===== src/rtl/ffr_pkg.sv =====
package ffr_pkg;
  localparam int AW = 3;

  typedef enum logic [AW-1:0] {
    A_CTRL   = 3'd0,
    A_MASK   = 3'd1,
    A_DIAGEN = 3'd2,
    A_FOPEN  = 3'd3,
    A_FSHORT = 3'd4,
    A_FSLS   = 3'd5,
    A_FGLOB  = 3'd6
  } ffr_addr_e;

  localparam int M_OPEN   = 0;
  localparam int M_SHORT  = 1;
  localparam int M_SLS    = 2;
  localparam int M_LOWSUP = 3;
  localparam int N_MASK   = 4;
endpackage


===== src/rtl/ffr_sticky.sv =====
module ffr_sticky #(
  parameter int W = 1
) (
  input  logic         clk,
  input  logic         rst_n,
  input  logic [W-1:0] set,
  input  logic         clr,
  output logic [W-1:0] q
);
  always_ff @(posedge clk) begin
    if (!rst_n) q <= '0;
    else        q <= set | (clr ? '0 : q);
  end
endmodule


===== src/rtl/ffr_regs.sv =====
module ffr_regs
  import ffr_pkg::*;
#(
  parameter int NUM_CH = 4,
  parameter int DW     = 4
) (
  input  logic              clk,
  input  logic              rst_n,
  input  logic              cfg_we,
  input  logic [AW-1:0]     cfg_addr,
  input  logic [DW-1:0]     cfg_wdata,
  output logic [DW-1:0]     cfg_rdata,
  input  logic [NUM_CH-1:0] flag_open,
  input  logic [NUM_CH-1:0] flag_short,
  input  logic [NUM_CH-1:0] flag_sls,
  input  logic              flag_lowsup,
  input  logic              flag_err,
  output logic [N_MASK-1:0] mask_q,
  output logic [NUM_CH-1:0] diag_en,
  output logic              clr_req
);
  assign clr_req = cfg_we && (cfg_addr == A_CTRL) && cfg_wdata[0];

  always_ff @(posedge clk) begin
    if (!rst_n) begin
      mask_q  <= '0;
      diag_en <= '1;
    end else if (cfg_we) begin
      if (cfg_addr == A_MASK)   mask_q  <= cfg_wdata[N_MASK-1:0];
      if (cfg_addr == A_DIAGEN) diag_en <= cfg_wdata[NUM_CH-1:0];
    end
  end

  always_comb begin
    cfg_rdata = '0;
    case (cfg_addr)
      A_MASK:   cfg_rdata[N_MASK-1:0] = mask_q;
      A_DIAGEN: cfg_rdata[NUM_CH-1:0] = diag_en;
      A_FOPEN:  cfg_rdata[NUM_CH-1:0] = flag_open;
      A_FSHORT: cfg_rdata[NUM_CH-1:0] = flag_short;
      A_FSLS:   cfg_rdata[NUM_CH-1:0] = flag_sls;
      A_FGLOB:  cfg_rdata[1:0]        = {flag_err, flag_lowsup};
      default:  cfg_rdata = '0;
    endcase
  end
endmodule


===== src/rtl/ffr_err_pulse.sv =====
module ffr_err_pulse #(
  parameter int PULSE_CYC = 2500
) (
  input  logic clk,
  input  logic rst_n,
  input  logic evt,
  output logic err_n
);
  localparam int CW = $clog2(PULSE_CYC + 1);
  localparam logic [CW-1:0] LOAD = CW'(PULSE_CYC);

  logic [CW-1:0] cnt;

  always_ff @(posedge clk) begin
    if (!rst_n)                 cnt <= '0;
    else if (cnt != '0)         cnt <= cnt - 1'b1;
    else if (evt)               cnt <= LOAD;
  end

  assign err_n = (cnt == '0);
endmodule


===== src/rtl/fault_flag_reporter.sv =====
module fault_flag_reporter
  import ffr_pkg::*;
#(
  parameter int  NUM_CH    = 4,
  parameter int  PULSE_CYC = 2500,
  localparam int DW        = (NUM_CH > N_MASK) ? NUM_CH : N_MASK
) (
  input  logic              clk,
  input  logic              rst_n,
  input  logic              cfg_we,
  input  logic [AW-1:0]     cfg_addr,
  input  logic [DW-1:0]     cfg_wdata,
  output logic [DW-1:0]     cfg_rdata,
  input  logic [NUM_CH-1:0] raw_open,
  input  logic [NUM_CH-1:0] raw_short,
  input  logic [NUM_CH-1:0] raw_sls,
  input  logic              raw_lowsup,
  output logic [NUM_CH-1:0] flag_open,
  output logic [NUM_CH-1:0] flag_short,
  output logic [NUM_CH-1:0] flag_sls,
  output logic [NUM_CH-1:0] flag_out,
  output logic              flag_lowsup,
  output logic              flag_err,
  output logic              err_n
);
  logic [N_MASK-1:0] mask_q;
  logic [NUM_CH-1:0] diag_en;
  logic              clr_req;
  logic [NUM_CH-1:0] hit_open, hit_short, hit_sls, rep_ch;
  logic              lowsup_rep, evt;

  ffr_regs #(.NUM_CH(NUM_CH), .DW(DW)) u_regs (
    .clk(clk), .rst_n(rst_n), .cfg_we(cfg_we), .cfg_addr(cfg_addr),
    .cfg_wdata(cfg_wdata), .cfg_rdata(cfg_rdata),
    .flag_open(flag_open), .flag_short(flag_short), .flag_sls(flag_sls),
    .flag_lowsup(flag_lowsup), .flag_err(flag_err),
    .mask_q(mask_q), .diag_en(diag_en), .clr_req(clr_req)
  );

  // Detection gated by the per-channel enable; reporting gated by type masks.
  assign hit_open  = raw_open  & diag_en;
  assign hit_short = raw_short & diag_en;
  assign hit_sls   = raw_sls   & diag_en;

  for (genvar i = 0; i < NUM_CH; i++) begin : g_rep
    assign rep_ch[i] = (hit_open[i]  & ~mask_q[M_OPEN])
                     | (hit_short[i] & ~mask_q[M_SHORT])
                     | (hit_sls[i]   & ~mask_q[M_SLS]);
  end

  assign lowsup_rep = raw_lowsup & ~mask_q[M_LOWSUP];
  assign evt        = (|rep_ch) | lowsup_rep;

  ffr_sticky #(.W(NUM_CH)) u_f_open (
    .clk(clk), .rst_n(rst_n), .set(hit_open), .clr(clr_req), .q(flag_open));
  ffr_sticky #(.W(NUM_CH)) u_f_short (
    .clk(clk), .rst_n(rst_n), .set(hit_short), .clr(clr_req), .q(flag_short));
  ffr_sticky #(.W(NUM_CH)) u_f_sls (
    .clk(clk), .rst_n(rst_n), .set(hit_sls), .clr(clr_req), .q(flag_sls));
  ffr_sticky #(.W(NUM_CH)) u_f_out (
    .clk(clk), .rst_n(rst_n), .set(rep_ch), .clr(clr_req), .q(flag_out));
  ffr_sticky #(.W(1)) u_f_lowsup (
    .clk(clk), .rst_n(rst_n), .set(raw_lowsup), .clr(clr_req), .q(flag_lowsup));
  ffr_sticky #(.W(1)) u_f_err (
    .clk(clk), .rst_n(rst_n), .set(evt), .clr(clr_req), .q(flag_err));

  ffr_err_pulse #(.PULSE_CYC(PULSE_CYC)) u_pulse (
    .clk(clk), .rst_n(rst_n), .evt(evt), .err_n(err_n));
endmodule


===== config.mk =====
export PLATFORM = sky130hd
export DESIGN_NAME = fault_flag_reporter
export DESIGN_NICKNAME = d
export VERILOG_FILES = /design/src/rtl/ffr_pkg.sv /design/src/rtl/ffr_sticky.sv /design/src/rtl/ffr_regs.sv /design/src/rtl/ffr_err_pulse.sv /design/src/rtl/fault_flag_reporter.sv
export SDC_FILE = /design/constraint.sdc
export NUM_CORES = 1
export LEC_CHECK = 0
export CAP_MARGIN = 20
export CORE_MARGIN = 3
export CORE_UTILIZATION = 49
export CTS_CLUSTER_DIAMETER = 50
export DETAILED_ROUTE_END_ITERATION = 6
export DONT_BUFFER_PORTS = 1
export PLACE_DENSITY_LB_ADDON = 0.2
export SYNTH_ARGS = -nofsm -noshare
export SYNTH_HDL_FRONTEND = slang
export SYNTH_HIERARCHICAL = 1
export SYNTH_SLANG_ARGS = --single-unit

===== constraint.sdc =====
create_clock -name clk -period 5.86 [get_ports clk]
set_clock_uncertainty 0.15 [all_clocks]
set_input_delay 0.293 -clock clk [delete_from_list [all_inputs] [get_ports clk]]
set_output_delay 0.293 -clock clk [all_outputs]
set_load 0.01 [all_outputs]

* Word-level counts from Yosys, hierarchy flattened
Index checks and enable logic that the tools add are counted.
** Operators by class
- Add/subtract/negate cells :: 1
- Equality and inequality tests :: 6
- Multiplexer cells :: 10
- Bitwise logic cells :: 35
- Reduce and logical (&&, ||, !) cells :: 9
** Operator list (number)
- $mux W12 :: 2
- $mux W4 :: 4
- $or A4 B4 Y4 :: 4
- $and A1 B1 Y1 :: 13
- $and A4 B4 Y4 :: 3
- $logic_not A12 Y1 :: 1
- $pmux W2 S6 :: 1
- $reduce_bool A12 Y1 :: 1
- $sub A12 B1 Y12 const B :: 1
- $or A1 B1 Y1 :: 11
- $pmux W2 S5 :: 1
- $eq A3 B3 Y1 const B :: 3
- $eq A3 B2 Y1 const B :: 2
- $not A1 Y1 :: 4
- $reduce_and A2 Y1 :: 2
- $reduce_or A4 Y1 :: 1
- $eq A3 B1 Y1 const B :: 1
- $logic_not A3 Y1 :: 1
- $logic_and A1 B1 Y1 :: 2
- $mux W1 :: 2
- $reduce_bool A2 Y1 :: 1
** Word-level totals
- Bits in registers :: 38
- Logic and storage cells :: 70

* Logic depth before layout (Yosys ltp)
Gate-level depths: netlist of the first run.
- Depth in word-level cells :: 8
- Mapped depth :: 7

* Hierarchy
The synthesis of the first run kept the hierarchy.
** By module, submodules not included
- ffr_err_pulse :: instances 1, cells an instance 77, area each 673.1 um^2, seq. area each 240.2 um^2
- ffr_regs :: instances 1, cells an instance 57, area each 554.3 um^2, seq. area each 160.2 um^2
- ffr_sticky at u_f_open ... :: instances 4, cells an instance 12, area each 135.1 um^2, seq. area each 80.1 um^2
- fault_flag_reporter :: instances 1, cells an instance 31, area each 191.4 um^2, seq. area each 0.0 um^2
- ffr_sticky at u_f_err ... :: instances 2, cells an instance 3, area each 41.3 um^2, seq. area each 20.0 um^2

* Worst setup path before layout of the first run
No wires, ideal clock.
- Path type :: reg-to-reg
- Start :: register u_regs.mask_q[0]
- End :: register u_pulse.cnt[11]
- Arrival :: 1.568 ns
- Data required time :: 5.591 ns
- Setup slack :: 4.023 ns
- Stages on the path, launching flop included :: 7
- Buffers on the path :: 0
- Period minus slack after synthesis :: 1.837 ns
- Path through :: dfxtp_1 -> nand3b_1 -> o221ai_2 -> or4_1 -> inv_1 -> a21oi_1 -> o221a_2
** On the way
- Word-level cells in the longest chain between the ends :: 7
- Elaborated cells on any way between the ends :: 16
** Ends and longest elaborated chain
- start, declared :: RTL line ffr_regs.sv:18 : output logic [N_MASK-1:0] mask_q,
- start signal, assigned :: RTL line ffr_regs.sv:29 : if (cfg_addr == A_MASK) mask_q <= cfg_wdata[N_MASK-1:0];
- $not A1 Y1 :: RTL line fault_flag_reporter.sv:46 : assign rep_ch[i] = (hit_open[i] & ~mask_q[M_OPEN])
- $and A1 B1 Y1 :: RTL line fault_flag_reporter.sv:46
- $or A1 B1 Y1 :: RTL line fault_flag_reporter.sv:47 : | (hit_short[i] & ~mask_q[M_SHORT])
- $or A1 B1 Y1 :: RTL line fault_flag_reporter.sv:48 : | (hit_sls[i] & ~mask_q[M_SLS]);
- via rep_ch[2] :: RTL line fault_flag_reporter.sv:29 : logic [NUM_CH-1:0] hit_open, hit_short, hit_sls, rep_ch;
- $reduce_or A4 Y1 :: RTL line fault_flag_reporter.sv:52 : assign evt = (|rep_ch) | lowsup_rep;
- $or A1 B1 Y1 :: RTL line fault_flag_reporter.sv:52
- via evt :: RTL line fault_flag_reporter.sv:30 : logic lowsup_rep, evt;
- $reduce_bool A2 Y1 (no source line)
- end signal, assigned :: RTL line ffr_err_pulse.sv:16 : else if (cnt != '0) cnt <= cnt - 1'b1;
- end, declared :: RTL line ffr_err_pulse.sv:12 : logic [CW-1:0] cnt;
The timed path passes the listed nets, and every way through them passes these cells.
A chain may end at the register's enable or synchronous reset.

* Worst setup path after layout of the first run
- Start :: register u_pulse.cnt[0]
- End :: output err_n
** On the way
- Word-level cells in the longest chain between the ends :: 1
** Ends and longest elaborated chain
- $logic_not A12 Y1 :: RTL line ffr_err_pulse.sv:20 : assign err_n = (cnt == '0);
- end, declared :: RTL line fault_flag_reporter.sv:24 : output logic err_n
Every way passes these cells.

==> results_dict.tcl, run 1 <==
set metrics [dict create \
    nets 252 \
    grt-ovfl-total 0 \
    crit_slowest_cell "nor4b_4" \
    ant_nets 0 \
    vias_per_cell 6.04 \
    grt_max_degree 34 \
    dieHeight_um 70.6 \
    p_per_area_mw_per_mm2 366 \
    worstMarginPinSlew_ns 0.845 \
    hold_path_class "input pin to flop" \
    grt_util_all_layers_pct 20.5 \
    crit_chain "inv_1 -> ha_1 -> nor4b_4 -> nand3_2 -> inv_2" \
    worstSetupPathType "flop to output pin" \
    clock.fmax_ghz 0.444 \
    cts_sinks 38 \
    gp_congestion 0.839 \
    worstPathRequired_ns 5.42 \
    synth-seq-cells 38 \
    slew_headroom_pct 43.6 \
    antenna_found_initial 0 \
    finalCriticalPeriod_ns 2.25 \
    first_global_vias 1681 \
    r2r_cells 5 \
    ys_top_cells_by_area "dfxtp_1 (37%), o21a_1 (8.1%), nor2b_1 (7.0%)" \
    clock_latency_ns 0.28 \
    r2r_start "u_regs/mask_q[2]" \
    die_area_mm2 0.00498 \
    synthDistinctLibCells 50 \
    setup-tns-final_ns 0 \
    ctsResizeCount 0 \
    synthesis.area_mm2 0.00204 \
    hold_viol_final 0 \
    synthTopCellsByCount "dfxtp_1 (38), nor2b_1 (23), o21a_1 (22)" \
    avgRoutedWirePerCell_um 18.0 \
    worstPathArrival_ns 1.81 \
    initial_core_util_pct 53.4 \
    htreeDepth 2 \
    ios 46 \
    portBuffers 0 \
    status "complete, no violations" \
    critPathMaxStageDelay_ns 0.44 \
    crit_path_start_kind "flop" \
    layout-drive-gt1-share_pct 10.6 \
    setup_viol 0 \
    rsz0062_at_grt "false" \
    synth_edf_count 0 \
    r2r_end "u_pulse/cnt[11]" \
    synthCells 219 \
    die_x_um 70.6 \
    finalMaxSlewViolations 0 \
    drt-initial-drc-count 76 \
    min_from "rst_n" \
    yosys_warnings 6 \
    hold_path_end "u_pulse/cnt[4]" \
    drc 0 \
    synth_nets 244 \
    yosysMostFrequentCell "dfxtp_1" \
    core_mm2 0.00383 \
    synth-async-reset-ratio_pct 0 \
    dr.pass1.iters 4 \
    r2r_slack_ns 3.73 \
    numCtsBuffers 5 \
    synth_ff_type "dfxtp_1" \
    clk_path_buf_depth 2 \
    fin_crit_sh_pct 38.4 \
    min_path_cells 2 \
    cp_max_fo 8 \
    yosys.area.top_type "dfxtp_1" \
    end_kind "output pin" \
    num_rows 22 \
    clkTransAtPathRegs_ns 0.07 \
    peakVddDrop_mv 0.181 \
    p_leak_uw 0.000881 \
    diodes 0 \
    vias 1656 \
    fin_util_pct 57.9 \
    cap_violations 0 \
    area_growth_pct 8.58 \
    cts_tree "built" \
    n_fill_cell 339 \
    hpwl_um 3470 \
    synth_top_cell_area_share_pct 37.3 \
    synth_area_per_cell_um2 9.32 \
    seq_area_frac_synth_pct 37.3 \
    root_buffer "clkbuf_8" \
    wl_um 4930 \
    grt_pass1_wl_um 8180 \
]
## per-stage QoR
stage	instances	hold WS [ns]	power [µW]	setup slack [ns]	area (µm²)
floorplan	219	0.205	586	4.02	2040
global placement	260	0.210	611	3.85	2050
detailed placement	260	0.214	632	3.78	2050
CTS	273	0.0122	814	3.60	2200
global route	274	0.00308	867	3.49	2220
finish	274	0.0157	812	3.61	2220
## sequential cells by signal, indices dropped and copies added, names as in the netlist, 4 cells and up
signal and cells:
u_f_open/q 4, u_f_out/q 4, u_f_short/q 4, u_f_sls/q 4
u_pulse/cnt 12, u_regs/diag_en 4, u_regs/mask_q 4
## how the worst max path moves through the flow
stage | startpoint | endpoint | depth (start not counted)
2_1_floorplan | u_regs/mask_q[0] | u_pulse/cnt[11] | 6
3_3_place_gp | u_regs/mask_q[2] | u_pulse/cnt[11] | 5
3_5_place_dp | u_regs/mask_q[2] | u_pulse/cnt[11] | 5
4_1_cts | rst_n | u_regs/diag_en[0] | 3
5_1_grt | u_pulse/cnt[0] | err_n | 5
6_report | u_pulse/cnt[0] | err_n | 5
## placed cells by master, fill, tap and decap left out, drive strengths merged, types with 2 or more instances in the layout
| master | count |
|---|---|
| mux2i | 13 |
| or2 | 2 |
| nor3 | 4 |
| a31oi | 4 |
| o221ai | 3 |
| a21oi | 6 |
| nand3 | 4 |
| nor4b | 2 |
| a221oi | 3 |
| nor2 | 6 |
| dlygate4sd3 | 7 |
| inv | 11 |
| and2 | 7 |
| nor2b | 25 |
| nor4 | 2 |
| xor2 | 2 |
| nand4 | 2 |
| and4bb | 2 |
| o21ai | 3 |
| clkbuf | 6 |
| o21a | 22 |
| nand2 | 21 |
| or4 | 3 |
| nand3b | 7 |
| ha | 2 |
| mux2 | 4 |
| nor3b | 2 |
| nand2b | 2 |
| dfxtp | 38 |
## kinds of logic after synthesis
logic type	share of synthesized area, %
compound gates	17.7
flops	37.3
fa+ha+maj	1.23
xor+xnor	0.858
buf+inv	4.60
simple gates	29.6
mux	8.76
## where the power goes
group / switching (µW) / internal, µW / leakage (µW)
clock network: 82.5 / 90.6 / 0.0000431
logic: 149 / 132 / 0.000522
registers: 58.1 / 301 / 0.000315
total: 289 / 523 / 0.000881
## cell type report
cell class	count	area [µm²]	share of cell area [%]
clock buffer	6	82.6	3.72
inverter	11	41.3	1.86
multi-input combinational	163	1190	53.6
sequential	38	761	34.3
tap	48	60.1	2.71
timing repair buffer	8	85.1	3.84
## timing repair
action / in CTS / in global routing
endpoints found under the hold margin: 33 / 0
hold buffers: 7 / 0
buffers inserted: 0 / 0
## routing by layer
| metal | global-route usage, % | vias up | routed length, µm |
|---|---|---|---|
| li1 | - | 794 | - |
| met1 | 26.8 | 791 | 2070 |
| met2 | 32.0 | 64 | 2310 |
| met3 | 6.39 | 7 | 487 |
| met4 | 7.52 | 0 | 69 |
| met5 | 0 | - | 0 |
## critical path: cells and delay by family (launching register included)
kind,cells,cell delay (ns)
fa+ha+maj,1,0.16
buf+inv,2,0.29
flops,1,0.35
simple gates,2,0.72
(Power assumes the default switching activity.)
==> run 2, diff against run 1 <==
--- a/config.mk
+++ b/config.mk
@@ -5,6 +5,7 @@
 export SDC_FILE = /design/constraint.sdc
 export NUM_CORES = 1
 export LEC_CHECK = 0
+export ABC_AREA = 1
 export CAP_MARGIN = 20
 export CORE_MARGIN = 3
 export CORE_UTILIZATION = 49
==> constraint.sdc (replaced) <==
create_clock -name clk -period 2.3 [get_ports clk]
set_clock_uncertainty 0.15 [all_clocks]
set_input_delay 0.115 -clock clk [delete_from_list [all_inputs] [get_ports clk]]
set_output_delay 0.115 -clock clk [all_outputs]
set_load 0.01 [all_outputs]
==> results_dict.tcl, run 2 <==
set metrics [dict create \
    htreeDepth 2 \
    yosys_warnings 6 \
    regMostFlops "u_pulse/cnt" \
    grt-ovfl-total 0 \
    finalCriticalPeriod_ns 1.95 \
    drc 0 \
    first_global_vias 1961 \
    dr.pass1.iters 4 \
    r2r_start "u_pulse/cnt[0]" \
    hpwl_um 4060 \
    nets 394 \
    crit_path_start_kind "input pin" \
    cap_violations 0 \
    numCtsBuffers 5 \
    drt-initial-drc-count 127 \
    synth-async-reset-ratio_pct 0 \
    synth_top_family_by_area "simple AND/OR/NAND/NOR gates" \
    seq_area_frac_synth_pct 34.6 \
    synth_nets 364 \
    worstMarginPinSlew_ns 0.711 \
    wl_um 5680 \
    cts_sinks 38 \
    synth_top_cell_area_share_pct 34.6 \
    cp-endpoint "u_regs/diag_en[2]" \
    hold_path_class "input pin to flop" \
    clk_path_buf_depth 2 \
    synthXorXnorAreaFrac_pct 1.99 \
    r2r_end "u_pulse/cnt[2]" \
    worstSetupPathType "input pin to flop" \
    dieHeight_um 72.9 \
    layout-drive-gt1-share_pct 9.76 \
    avgRoutedWirePerCell_um 13.6 \
    gp_congestion 0.841 \
    synthTopCellsByCount "nand2_1 (75), inv_1 (64), nor2_1 (43)" \
    cp_max_fo 2 \
    num_rows 23 \
    r2r_slack_ns 0.74 \
    slew_headroom_pct 52.4 \
    vias 2141 \
    synth-seq-cells 38 \
    synthDistinctLibCells 27 \
    synthCells 339 \
    synthesis.area_mm2 0.00220 \
    dpl-instance-area_mm2 0.00222 \
    synth_area_per_cell_um2 6.48 \
    worstPathRequired_ns 2.33 \
    rsz0062_at_grt "false" \
    ctsResizeCount 0 \
    fin_crit_sh_pct 85.0 \
    peakVddDrop_mv 0.444 \
    synthSimpleGateAreaFrac_pct 41.6 \
    setup-tns-final_ns 0 \
    layout_common_cells "nand2_1 (75), inv_1 (64), nor2_1 (43)" \
    yosysMostFrequentCell "nand2_1" \
    ys_top_cells_by_area "dfxtp_1 (35%), nand2_1 (13%), inv_1 (11%)" \
    area_growth_pct 17.4 \
    setup_viol 0 \
    fin_util_pct 61.8 \
    clkTransAtPathRegs_ns 0.07 \
    core_mm2 0.00417 \
    worstPathArrival_ns 1.99 \
    stdcell_area_mm2 0.00258 \
    ios 46 \
    holdBufCountCts 28 \
    initial_core_util_pct 52.6 \
    layout_commonest_cell "nand2_1" \
    p_per_area_mw_per_mm2 839 \
    largest_register_ffs 12 \
    grt_pass1_wl_um 9520 \
    setup_ws_ns 0.345 \
    clock.fmax_ghz 0.512 \
    end_kind "flop" \
    portBuffers 0 \
    postCtsSetupBuffers 0 \
    finalMaxSlewViolations 0 \
    die_area_mm2 0.00532 \
    r2r_cells 7 \
    die_x_um 72.9 \
    yosys.area.top_type "dfxtp_1" \
    diodes 0 \
    grt_util_all_layers_pct 23.3 \
    startpoint "cfg_wdata[2]" \
    status "complete, no violations" \
    synth_edf_count 0 \
    synthAdderAreaFrac_pct 1.14 \
    synth_compound_area_share_pct 6.27 \
    dp_slack_ns 0.610 \
    cts_tree "built" \
    grt_max_degree 18 \
    antenna_found_initial 0 \
    synth_ff_type "dfxtp_1" \
    yosys-mux-area-fraction_pct 0 \
    hold_viol_final 0 \
    clock_latency_ns 0.29 \
    p_leak_uw 0.00134 \
    ant_nets 0 \
    root_buffer "clkbuf_8" \
    vias_per_cell 5.11 \
]
==> run 2: cell types whose count changed after synthesis, sizes merged, moves of 13 or more <==
cell | before | now
nand4 | 2 | 17
a21oi | 6 | 20
o21a | 22 | 0
nor2b | 25 | 0
nand2 | 21 | 79
nor2 | 6 | 51
mux2i | 13 | 0
nand3 | 4 | 40
inv | 11 | 73
==> run 2: logic make-up after synthesis <==
kind of cell,count (synthesis)
DFF,38
and+or+nand+nor,190
adders and majority gates,2
xor gates and xnor gates,5
buffers and inverters,79
AOI/OAI and AO/OA,25
==> run 2: cell type report <==
type / instances / area, µm²
repair buffers: 28 / 280
well taps: 50 / 62.6
fillers: 364 / 1600
multi-input cells: 222 / 1120
inverters: 74 / 278
clock buffers: 7 / 76.3
flip-flops and latches: 38 / 761
==> run 2: routing by layer <==
layer / vias up / GRT usage, % / wire [µm]
li1: 1113 / - / -
met1: 951 / 33.5 / 2620
met2: 71 / 34.0 / 2500
met3: 6 / 5.79 / 489
met4: 0 / 7.38 / 68
met5: - / 0 / 0
==> run 2: how the worst min path moves through the flow <==
stage | start | end | depth (start not counted)
detailed placement | rst_n | u_regs/diag_en[1] | 1
global placement | rst_n | u_regs/diag_en[0] | 1
global route | raw_short[3] | u_f_out/q[3] | 4
floorplan | cfg_wdata[0] | u_regs/diag_en[0] | 2
finish | raw_short[2] | u_f_out/q[2] | 4
CTS | cfg_we | u_regs/mask_q[2] | 4
==> run 2: stage by stage <==
stage	hold slack, ns	std cells	total power, µW
final	0.0188	419	2160
after CTS	0.0116	419	2170
after floorplan	0.0782	339	1560
after global placement	0.0533	384	1700
after global routing	0.0363	419	2350
after detailed placement	0.0551	384	1700
==> run 2: report_power, final <==
| part | total (µW) | internal [µW] | switching (µW) |
|---|---|---|---|
| sequential | 883 | 767 | 116 |
| clock | 430 | 209 | 221 |
| combinational | 850 | 331 | 519 |
| total | 2160 | 1310 | 855 |
==> run 2: critical path, stage by stage <==
cell and delay [ns]:
dlygate4sd3_1 0.56, nand2_1 0.08, dlygate4sd3_1 0.56, nand3_1 0.07
dlygate4sd3_1 0.59
==> run 3, diff against run 2 <==
==> constraint.sdc (replaced) <==
create_clock -name clk -period 1.8 [get_ports clk]
set_clock_uncertainty 0.15 [all_clocks]
set_input_delay 0.09 -clock clk [delete_from_list [all_inputs] [get_ports clk]]
set_output_delay 0.09 -clock clk [all_outputs]
set_load 0.01 [all_outputs]
==> results_dict.tcl, run 3 (same netlist as run 2, synthesis figures left out) <==
set metrics [dict create \
    postCtsSetupBuffers 0 \
    multi_input_area_mm2 0.00112 \
    swShare_pct 40.0 \
    cap_violations 0 \
    cts_sinks 38 \
    power_switching_uw 1140 \
    p_leak_uw 0.00137 \
    dp_slack_ns 0.183 \
    regArea_um2 763 \
    p_clk_share_pct 21.2 \
    first_global_vias 2059 \
    vias_per_cell 5.18 \
    dieHeight_um 72.9 \
    hpwl_um 4180 \
    htreeDepth 2 \
    grt_pass1_wl_um 9800 \
    fin_crit_sh_pct 93.5 \
    diodes 0 \
    area_growth_pct 18.6 \
    cp_common_cell "dlygate4sd3_1" \
    ant_nets 0 \
    p_per_area_mw_per_mm2 1100 \
    hold_path_class "input pin to flop" \
    hold_viol_final 0 \
    cts_tree "built" \
    nets 395 \
    rsz0062_at_grt "false" \
    die_area_mm2 0.00532 \
    portBuffers 0 \
    worstPathRequired_ns 1.83 \
    grt-ovfl-total 0 \
    crit_slowest_cell "dlygate4sd3_1" \
    cp_max_fo 6 \
    core_mm2 0.00417 \
    pwr-share-comb_pct 39.1 \
    numCtsBuffers 5 \
    peakVddDrop_mv 0.706 \
    clock.fmax_ghz 0.594 \
    worstPathArrival_ns 1.71 \
    antenna_found_initial 0 \
    root_buffer "clkbuf_8" \
    wl_um 5790 \
    power_uw 2860 \
    crit_chain "dlygate4sd3_1 -> nand4_1 -> nand2_1 -> nand3_1 -> dlygate4sd3_1" \
    gp_congestion 0.859 \
    initial_core_util_pct 52.6 \
    grt_util_all_layers_pct 23.8 \
    status "complete, no violations" \
    slew_headroom_pct 53.8 \
    layout_common_cells "nand2_1 (75), inv_1 (64), nor2_1 (43)" \
    intPower_uw 1720 \
    dr.pass1.iters 5 \
    clk_path_buf_depth 2 \
    n_fill_cell 403 \
    drt-initial-drc-count 239 \
    finalCriticalPeriod_ns 1.68 \
    critPathMaxStageDelay_ns 0.64 \
    clkTransAtPathRegs_ns 0.08 \
    whs_ns 0.0169 \
    worstMarginPinSlew_ns 0.694 \
    regMostFlops "u_pulse/cnt" \
    finalMaxSlewViolations 0 \
    num_rows 23 \
    crit_path_start_kind "input pin" \
    layout_commonest_cell "nand2_1" \
    vias 2181 \
    largest_register_ffs 12 \
    die_x_um 72.9 \
    drc 0 \
    pwr-share-seq_pct 39.7 \
    layout-drive-gt1-share_pct 11.1 \
    setup_ws_ns 0.117 \
    worstSetupPathType "input pin to flop" \
    end_kind "flop" \
    grt_max_degree 18 \
    ios 46 \
    setup_viol 0 \
    clock_latency_ns 0.28 \
    avgRoutedWirePerCell_um 13.7 \
    setup-tns-final_ns 0 \
]
-- run 3: worst max-delay path, delay by kind of cell --
| family | cells | cell delay [ns] |
|---|---|---|
| buffers and inverters | 2 | 1.22 |
| AND/OR/NAND/NOR | 3 | 0.41 |
-- run 3: through the flow --
| stage | area [µm²] | utilization [%] | instances |
|---|---|---|---|
| after floorplan | 2200 | - | 339 |
| after global placement | 2230 | 53.4 | 385 |
| after detailed placement | 2230 | 53.4 | 385 |
| after CTS | 2600 | 62.3 | 421 |
| after global routing | 2610 | 62.4 | 421 |
| final | 2610 | 62.4 | 421 |
-- run 3: timing repair --
item	4_1_cts	5_1_grt
endpoints found under the hold margin	38	0
endpoints found under the setup margin	0	9
hold buffers	28	0
resized for setup	0	3
-- run 3: final timing paths --
kind | slack (ns) | to | depth (start not counted) | from
max | 0.12 | u_regs/diag_en[1] | 5 | cfg_we
min | 0.02 | u_f_out/q[0] | 4 | raw_open[0]
max reg2reg | 0.16 | u_f_out/q[3] | 5 | u_regs/diag_en[3]
min reg2reg | 0.34 | u_pulse/cnt[1] | 2 | u_pulse/cnt[1]
-- run 3: routing by layer --
layer	global-route usage [%]	vias up	wire length, µm
met4	5.12	0	79
met5	0	-	0
met3	8.95	8	583
met1	33.3	951	2680
met2	34.8	106	2440
li1	-	1116	-
-- run 3: final cells by class --
type	count	area share [%]
clock inverter	1	0.192
timing repair buffer	29	11.1
clock buffer	7	3.31
sequential	38	29.3
multi-input combinational	222	43.0
inverter	74	10.7
tap	50	2.40
-- run 3: power by group through the flow --
stage          Combinational [µW]  Clock [µW]  Sequential, µW
6_report                     1120         606            1140
5_1_grt                      1280         663            1150
4_1_cts                      1110         617            1130
3_5_place_dp                 1040           0            1150
3_3_place_gp                 1030           0            1140
2_1_floorplan                 886           0            1110
